## src/rtl/nis_pkg.sv

```systemverilog
package nis_pkg;
  localparam int PRIO_W = 4;
  localparam int IDX_W  = 9;
  localparam int LVL_W  = PRIO_W + 1;

  typedef struct packed {
    logic              vld;
    logic [PRIO_W-1:0] prio;
    logic [IDX_W-1:0]  idx;
  } cand_t;

  // Left operand always holds the lower indices: equal priority keeps it.
  function automatic cand_t pick_cand(cand_t lo, cand_t hi);
    if (hi.vld && (!lo.vld || (hi.prio > lo.prio))) return hi;
    return lo;
  endfunction
endpackage

```

## src/rtl/nis_mask.sv

```systemverilog
module nis_mask
  import nis_pkg::*;
#(
  parameter int NUM_SRC = 32
) (
  input  logic [NUM_SRC-1:0]        pend,
  input  logic [NUM_SRC-1:0]        ena,
  input  logic [NUM_SRC*PRIO_W-1:0] prio,
  input  logic [PRIO_W-1:0]         floor_lvl,
  output cand_t [NUM_SRC-1:0]       leaves
);
  for (genvar k = 0; k < NUM_SRC; k++) begin : g_src
    logic [PRIO_W-1:0] p;
    assign p = prio[k*PRIO_W +: PRIO_W];
    assign leaves[k].vld  = pend[k] & ena[k] & (p >= floor_lvl);
    assign leaves[k].prio = p;
    assign leaves[k].idx  = IDX_W'(k);
  end
endmodule

```

## src/rtl/nis_tree.sv

```systemverilog
module nis_tree
  import nis_pkg::*;
#(
  parameter int NUM_SRC = 32
) (
  input  cand_t [NUM_SRC-1:0] leaves,
  output cand_t               win
);
  localparam int LVLS = (NUM_SRC < 2) ? 1 : $clog2(NUM_SRC);
  localparam int PAD  = 1 << LVLS;

  for (genvar l = 0; l <= LVLS; l++) begin : g_lvl
    localparam int W = PAD >> l;
    cand_t [W-1:0] nodes;
    if (l == 0) begin : g_leaf
      for (genvar k = 0; k < W; k++) begin : g_n
        if (k < NUM_SRC) begin : g_real
          assign nodes[k] = leaves[k];
        end else begin : g_pad
          assign nodes[k] = '0;
        end
      end
    end else begin : g_node
      for (genvar k = 0; k < W; k++) begin : g_n
        assign nodes[k] = pick_cand(g_lvl[l-1].nodes[2*k], g_lvl[l-1].nodes[2*k+1]);
      end
    end
  end

  assign win = g_lvl[LVLS].nodes[0];
endmodule

```

## src/rtl/nis_commit.sv

```systemverilog
module nis_commit
  import nis_pkg::*;
(
  input  logic              clk,
  input  logic              rst_n,
  input  logic              upd,
  input  cand_t             win,
  input  logic [PRIO_W-1:0] floor_lvl,
  output logic              commit_valid,
  output logic [IDX_W-1:0]  commit_irq,
  output logic              commit_none,
  output logic [PRIO_W-1:0] commit_prio,
  output logic [LVL_W-1:0]  commit_preempt
);
  logic              valid_d;
  logic [IDX_W-1:0]  irq_d;
  logic              none_d;
  logic [PRIO_W-1:0] prio_d;
  logic [LVL_W-1:0]  pre_d;
  logic [LVL_W-1:0]  bumped;

  always_comb begin
    bumped  = LVL_W'(win.prio) + LVL_W'(1);
    valid_d = upd;
    irq_d   = commit_irq;
    none_d  = commit_none;
    prio_d  = commit_prio;
    pre_d   = commit_preempt;
    if (upd) begin
      none_d = ~win.vld;
      if (win.vld) begin
        irq_d  = win.idx;
        prio_d = win.prio;
        pre_d  = (bumped > LVL_W'(floor_lvl)) ? bumped : LVL_W'(floor_lvl);
      end else begin
        irq_d  = '0;
        prio_d = '0;
        pre_d  = LVL_W'(floor_lvl);
      end
    end
  end

  always_ff @(posedge clk or negedge rst_n) begin
    if (!rst_n) begin
      commit_valid   <= 1'b0;
      commit_irq     <= '0;
      commit_none    <= 1'b1;
      commit_prio    <= '0;
      commit_preempt <= '0;
    end else begin
      commit_valid <= valid_d;
      if (upd) begin
        commit_irq     <= irq_d;
        commit_none    <= none_d;
        commit_prio    <= prio_d;
        commit_preempt <= pre_d;
      end
    end
  end

  assert_pulse_R6: assert property (@(posedge clk) disable iff (!rst_n)
    upd |=> commit_valid);
  assert_no_spurious_R8: assert property (@(posedge clk) disable iff (!rst_n)
    !upd |=> !commit_valid);
  assert_floor_R7: assert property (@(posedge clk) disable iff (!rst_n)
    upd |=> (commit_preempt >= LVL_W'($past(floor_lvl))));
  assert_hold_R8: assert property (@(posedge clk) disable iff (!rst_n)
    !upd |=> $stable(commit_irq) && $stable(commit_preempt));
endmodule

```

## src/rtl/next_irq_selector.sv

```systemverilog
module next_irq_selector
  import nis_pkg::*;
#(
  parameter int NUM_SRC = 32
) (
  input  logic                      clk,
  input  logic                      rst_n,
  input  logic [NUM_SRC-1:0]        src_pending,
  input  logic [NUM_SRC-1:0]        src_enable,
  input  logic [NUM_SRC*PRIO_W-1:0] src_prio,
  input  logic [LVL_W-1:0]          preempt_lvl,
  input  logic [PRIO_W-1:0]         prev_preempt_lvl,
  input  logic                      csr_wr_en,
  input  logic [31:0]               csr_wdata,
  output logic [31:0]               csr_rdata,
  output logic                      irq_req,
  output logic                      commit_valid,
  output logic [IDX_W-1:0]          commit_irq,
  output logic                      commit_none,
  output logic [PRIO_W-1:0]         commit_prio,
  output logic [LVL_W-1:0]          commit_preempt
);
  localparam int SEL_W = (NUM_SRC < 2) ? 1 : $clog2(NUM_SRC);

  cand_t [NUM_SRC-1:0] leaves;
  cand_t               win;
  logic [IDX_W-1:0]    shown_idx;
  logic                upd;

  nis_mask #(.NUM_SRC(NUM_SRC)) i_mask (
    .pend      (src_pending),
    .ena       (src_enable),
    .prio      (src_prio),
    .floor_lvl (prev_preempt_lvl),
    .leaves    (leaves)
  );

  nis_tree #(.NUM_SRC(NUM_SRC)) i_tree (
    .leaves (leaves),
    .win    (win)
  );

  assign shown_idx = win.vld ? win.idx : '0;
  assign csr_rdata = {~win.vld, 20'd0, shown_idx, 2'b00};
  assign irq_req   = win.vld && (LVL_W'(win.prio) >= preempt_lvl);
  assign upd       = csr_wr_en & csr_wdata[0];

  nis_commit i_commit (
    .clk            (clk),
    .rst_n          (rst_n),
    .upd            (upd),
    .win            (win),
    .floor_lvl      (prev_preempt_lvl),
    .commit_valid   (commit_valid),
    .commit_irq     (commit_irq),
    .commit_none    (commit_none),
    .commit_prio    (commit_prio),
    .commit_preempt (commit_preempt)
  );

  // Cross-check of the tree result against the raw source inputs.
  logic [PRIO_W-1:0] prio_arr [NUM_SRC];
  for (genvar k = 0; k < NUM_SRC; k++) begin : g_unpack
    assign prio_arr[k] = src_prio[k*PRIO_W +: PRIO_W];
  end
  logic [SEL_W-1:0] sel;
  assign sel = win.idx[SEL_W-1:0];

  assert_visible_R1: assert property (@(posedge clk) disable iff (!rst_n)
    win.vld |-> (src_pending[sel] && src_enable[sel] && (prio_arr[sel] >= prev_preempt_lvl)));
  assert_reserved_zero_R3: assert property (@(posedge clk) disable iff (!rst_n)
    (csr_rdata[30:11] == 20'd0) && (csr_rdata[1:0] == 2'b00));
  assert_none_zero_R4: assert property (@(posedge clk) disable iff (!rst_n)
    csr_rdata[31] |-> (csr_rdata[10:2] == '0) && !irq_req);
  assert_commit_idx_R6: assert property (@(posedge clk) disable iff (!rst_n)
    upd |=> (commit_irq == $past(csr_rdata[10:2])) && (commit_none == $past(csr_rdata[31])));
  assert_gate_R5: assert property (@(posedge clk) disable iff (!rst_n)
    (preempt_lvl == LVL_W'(16)) |-> !irq_req);
endmodule

```

## config.mk

```make
export PLATFORM = sky130hd
export DESIGN_NAME = next_irq_selector
export DESIGN_NICKNAME = d
export VERILOG_FILES = /design/src/rtl/nis_pkg.sv /design/src/rtl/nis_mask.sv /design/src/rtl/nis_tree.sv /design/src/rtl/nis_commit.sv /design/src/rtl/next_irq_selector.sv
export SDC_FILE = /design/constraint.sdc
export NUM_CORES = 1
export LEC_CHECK = 0
export ABC_AREA = 1
export BUFFER_PORTS_ARGS = -buffer_cell sky130_fd_sc_hd__clkbuf_2
export CAP_MARGIN = 20
export CELL_PAD_IN_SITES_DETAIL_PLACEMENT = 0
export CELL_PAD_IN_SITES_GLOBAL_PLACEMENT = 1
export CORE_AREA = 2 2 221 223
export CTS_CLUSTER_SIZE = 25
export DETAILED_ROUTE_END_ITERATION = 12
export DIE_AREA = 0 0 223 225
export PLACE_DENSITY_LB_ADDON = 0.08
export SLEW_MARGIN = 40
export SYNTH_ARGS = -nofsm -noshare
export SYNTH_HDL_FRONTEND = slang
export SYNTH_HIERARCHICAL = 1
export SYNTH_SLANG_ARGS = --single-unit
export TNS_END_PERCENT = 100
```

## constraint.sdc

```tcl
create_clock -name clk -period 8.12 [get_ports clk]
set_clock_uncertainty 0.15 [all_clocks]
set_input_delay 0.406 -clock clk [delete_from_list [all_inputs] [get_ports clk]]
set_output_delay 0.406 -clock clk [all_outputs]
set_load 0.005 [all_outputs]
```

Yosys cells after proc, flatten, opt, wreduce, memory -nomap -nowiden:

Index checks and enable logic that the tools add are counted.

* mux-type cells: 97
* $lt $le $gt $ge: 65
* reductions and logical operators: 94
* bitwise gates (word level): 66
* $add $sub $neg: 1

Operators with widths (number)
* $mux W14: 62
* $ge A4 B4 Y1: 32
* $gt A4 B4 Y1: 31
* $and A1 B1 Y1: 65
* $logic_and A1 B1 Y1: 32
* $logic_not A1 Y1: 31
* $logic_or A1 B1 Y1: 31
* $mux W1: 31
* $mux W5: 2
* $mux W9: 1
* $add A4 B1 Y5 const B: 1
* $ge A4 B5 Y1: 1
* $gt A5 B4 Y1: 1
* $mux W4: 1
* $not A1 Y1: 1

* word-level logic and storage cells: 328
* bits in registers: 20

Depth between registers and ports, before layout:

* depth in word-level cells: 31
* depth in mapped cells: 68

Cells and area by module:

Netlist, hierarchy kept.

Modules (own cells, without submodules)
* nis_tree: times used 1, area an instance 9491.6 um2, cells an instance 1893, seq. area each 0.0 um2
* nis_mask: times used 1, area an instance 6705.2 um2, cells an instance 1029, seq. area each 0.0 um2
* nis_commit: times used 1, area an instance 957.2 um2, cells an instance 97, seq. area each 501.7 um2
* next_irq_selector: times used 1, area an instance 381.6 um2, cells an instance 69, seq. area each 0.0 um2

Least setup slack after synthesis:

No wires, ideal clock.

* path type: input to register
* start: in prev_preempt_lvl[3]
* end: reg i_commit.commit_preempt[0]
* path slack: -450 ps
* required time: 7852 ps
* cell stages on the path: 57
* data arrival time: 8302 ps
* cells stage by stage: inv_1 ha_1 a21oi_1 nand3_1 nand2_1 inv_1 nand2_1 nand2_1 buf_2 nand2_1 nand2_1 ha_1 nand2_1 o21bai_1 nand2_1 nand2_1 a21oi_1 buf_2 [... 21 more ...] o21bai_1 nand2_1 o21ai_0 a21oi_4 buf_4 nand3_1 nand2_1 ha_1 xnor2_1 inv_1 ha_1 nand2_1 nor2_1 a21boi_4 nand2_2 nand2_1 nand3_1 nand2_1

RTL lines
* start: declaration: RTL line next_irq_selector.sv:12 `input logic [PRIO_W-1:0] prev_preempt_lvl,`
* end signal: assignment: RTL line nis_commit.sv:56 `commit_preempt <= pre_d;`
* end: declaration: RTL line nis_commit.sv:13 `output logic [LVL_W-1:0] commit_preempt`

==> flow_summary.toml <==
[worst_setup_path]
rr_worst_depth = 1
crit_path_start_kind = "input pin"
critPathMaxFanout = 8
critPathMostFrequentCell = "nand2_1"
cp-end-kind = "output port"
reg2reg_slack_ns = 7.15
critical_path_class = "in2out"
reg2reg_to = "i_commit/commit_irq[4]"
slowest_delay_ns = 0.28
worstSetupEndpoint = "irq_req"
r2r-start = "i_commit/commit_irq[4]"
worstPathArrival_ns = 7.50
crit_path_start = "prev_preempt_lvl[3]"
critPathSlowestCell = "ha_1"
cp.required_ns = 7.56

[detailed_routing]
detail-route-antenna-nets = 0
via_per_inst = 4.366
routed_wl_um = 54340
post_drt_wl_per_cell_um = 13.19
drtIter0Drc = 789
num_vias = 17980
drt_pass1_iterations = 5
drc = 0

[synth]
synth-async-reset-ratio_pct = 100.0
synth_top_area_share_pct = 18.92
syn-instance-count = 3088
ys.flop_type = "dfrtp_1"
synth-edff-count = 0
synth_top_cell_by_area = "buf_4"
ys_types = 34
synth_commonest_cells = "nand2_1, inv_1, nand3_1"
ys_seq_area_share_pct = 2.861
yosys-top-cells-area = "buf_4, ha_1, nand3_1"
syn_area_per_cell_um2 = 5.679
synth.most_common_cell = "nand2_1"
netlist_area_um2 = 17540
synth_seq_cells = 20
ys_warn_count = 6

[clock_network]
cts_tree = "done"
cts.sinks = 20
clk_latency_ns = 0.26
cts_buffers = 3
cts_max_level = 1
cts-root-buf = "clkbuf_16"
clkTransAtPathRegs_ns = 0.06
clock_path_buffers = 2

[sta]
max_slew_margin_pct = 45.29
hold_viol = 0
hold_slack_ns = 0.3289
finalCriticalPeriod_ns = 8.053
rsz0062_at_grt = "yes"
slew_violations = 0
fmax_mhz = 124.2
worst_slew_pin_slew_ns = 0.8184
min_period_over_period_pct = 99.18
setup_viol = 0

[power_and_ir_drop]
power.density_nw_per_um2 = 174.4
p_leak_nw = 13.27
peakVddDrop_v = 0.0002197
p_total_mw = 3.801

[placement]
place.gp.congestion = 0.8604
numPortBuffers = 235
dp_hpwl_um = 45480

[cells_and_area]
nets = 4001
area_growth_pct = 24.33
layout-drive-gt1-share_pct = 26.92
num-fill-cells = 5060
n_antenna_cell = 0

[global_routing]
grt_antenna_before_repair = 0
grt_pass1_vias = 16900
grt_pass1_wl_um = 84560
grtUsageTotal_pct = 20.76
grt_max_degree = 21
grt-ovfl-total = 0

[floorplan]
die_w_um = 223
die_area_um2 = 50180
rows = 80
core-area_um2 = 47550
start_util_pct = 36.88
die_h_um = 225
io_pins = 289

[job]
cap_violations = 0

[run_status]
status = "finished, final reports clean"

[min_path]
hp-start = "csr_wdata[0]"
hold_class = "in2reg"
==> cells in the final DEF, fill, tap and decap left out, drive strengths merged <==
cell and n:
xor2 1, conb 310, nand2 768, nor2 34
clkbuf 238, dfrtp 19, a22o 13, a21oi 77
and2 36, nand3 600, or2 8, o21bai 12
inv 637, nand3b 36, ha 261, clkinvlp 3
dlygate4sd3 1, buf 389, a21boi 1, xnor2 1
o21ai 19, dfstp 1, o211ai 1, nor3 1
nand4 36
==> per-stage QoR <==
stage | util, % | worst slack [ns] | setup TNS, ns | cells | area (um2)
2_1_floorplan | - | -0.1566 | -0.6324 | 3395 | 18900
3_3_place_gp | 41.13 | -0.3477 | -1.580 | 4042 | 19560
3_5_place_dp | 41.13 | -0.5245 | -2.402 | 4042 | 19560
4_1_cts | 43.22 | 0.002351 | 0 | 4080 | 20550
5_1_grt | 45.86 | -0.4449 | -2.600 | 4118 | 21800
6_report | 45.86 | 0.06668 | 0 | 4118 | 21800
==> sequential cells by signal, summed over array words and instances, names as in the netlist <==
signal	flops
i_commit/commit_irq	9
i_commit/commit_preempt	5
i_commit/commit_prio	4
i_commit/commit_none	1
i_commit/commit_valid	1
==> cell families after synthesis <==
family                     Yosys count  share of synthesized area (%)
xor gates and xnor gates             2                        0.09991
other                                3                        0.06421
and+or+nand+nor                   1519                          39.24
DFF                                 20                          2.861
adders and majority gates          261                          18.62
AOI/OAI and AO/OA                  123                          4.331
buffers and inverters             1160                          34.78
==> where the power goes <==
group          switching [mW]  total (mW)  internal, mW
clock network          0.0459       0.121        0.0755
logic                    1.95        3.51          1.56
registers              0.0308       0.175         0.144
total                    2.02        3.80          1.78
==> worst min-delay path by stage <==
stage,endpoint,slack [ns],cells after the start
6_report,i_commit/commit_valid,0.33,3
5_1_grt,i_commit/commit_valid,0.35,3
4_1_cts,i_commit/commit_valid,0.32,3
3_5_place_dp,i_commit/commit_irq[1],0.28,1
3_3_place_gp,i_commit/commit_irq[1],0.28,1
2_1_floorplan,i_commit/commit_irq[0],-0.04,0
==> critical path: cells and delay by family <==
kind	cells	cell delay, ns
adder cells (fa/ha/maj)	6	1.36
buffers and inverters	17	1.86
AO/OA/AOI/OAI	12	1.57
AND/OR/NAND/NOR	25	2.24
==> repair_timing <==
item | in CTS | in global routing
setup endpoints to repair | 5 | 14
gates resized for setup | 143 | 210
hold buffers | 1 | 0
gates cloned | 1 | 0
pin swaps | 32 | 67
endpoints found under the hold margin | 19 | 0
setup buffers | 33 | 38
==> layout make-up <==
type / instances / area (um2) / share of cell area (%)
multi-input combinational: 2215 / 13640 / 62.55
timing repair buffer: 624 / 4362 / 20.01
inverter: 640 / 2444 / 11.21
tap: 615 / 769.5 / 3.529
sequential: 20 / 501.7 / 2.301
clock buffer: 4 / 88.84 / 0.4075
==> metal layers <==
layer | up-vias | global-route usage, % | wire length, um
li1 | 9771 | - | -
met5 | - | 0 | 0
met3 | 29 | 1.134 | 1456
met1 | 7924 | 26.96 | 25170
met4 | 0 | 3.118 | 781
met2 | 255 | 38.38 | 26930
No activity file was read; power rests on OpenSTA's default activity.
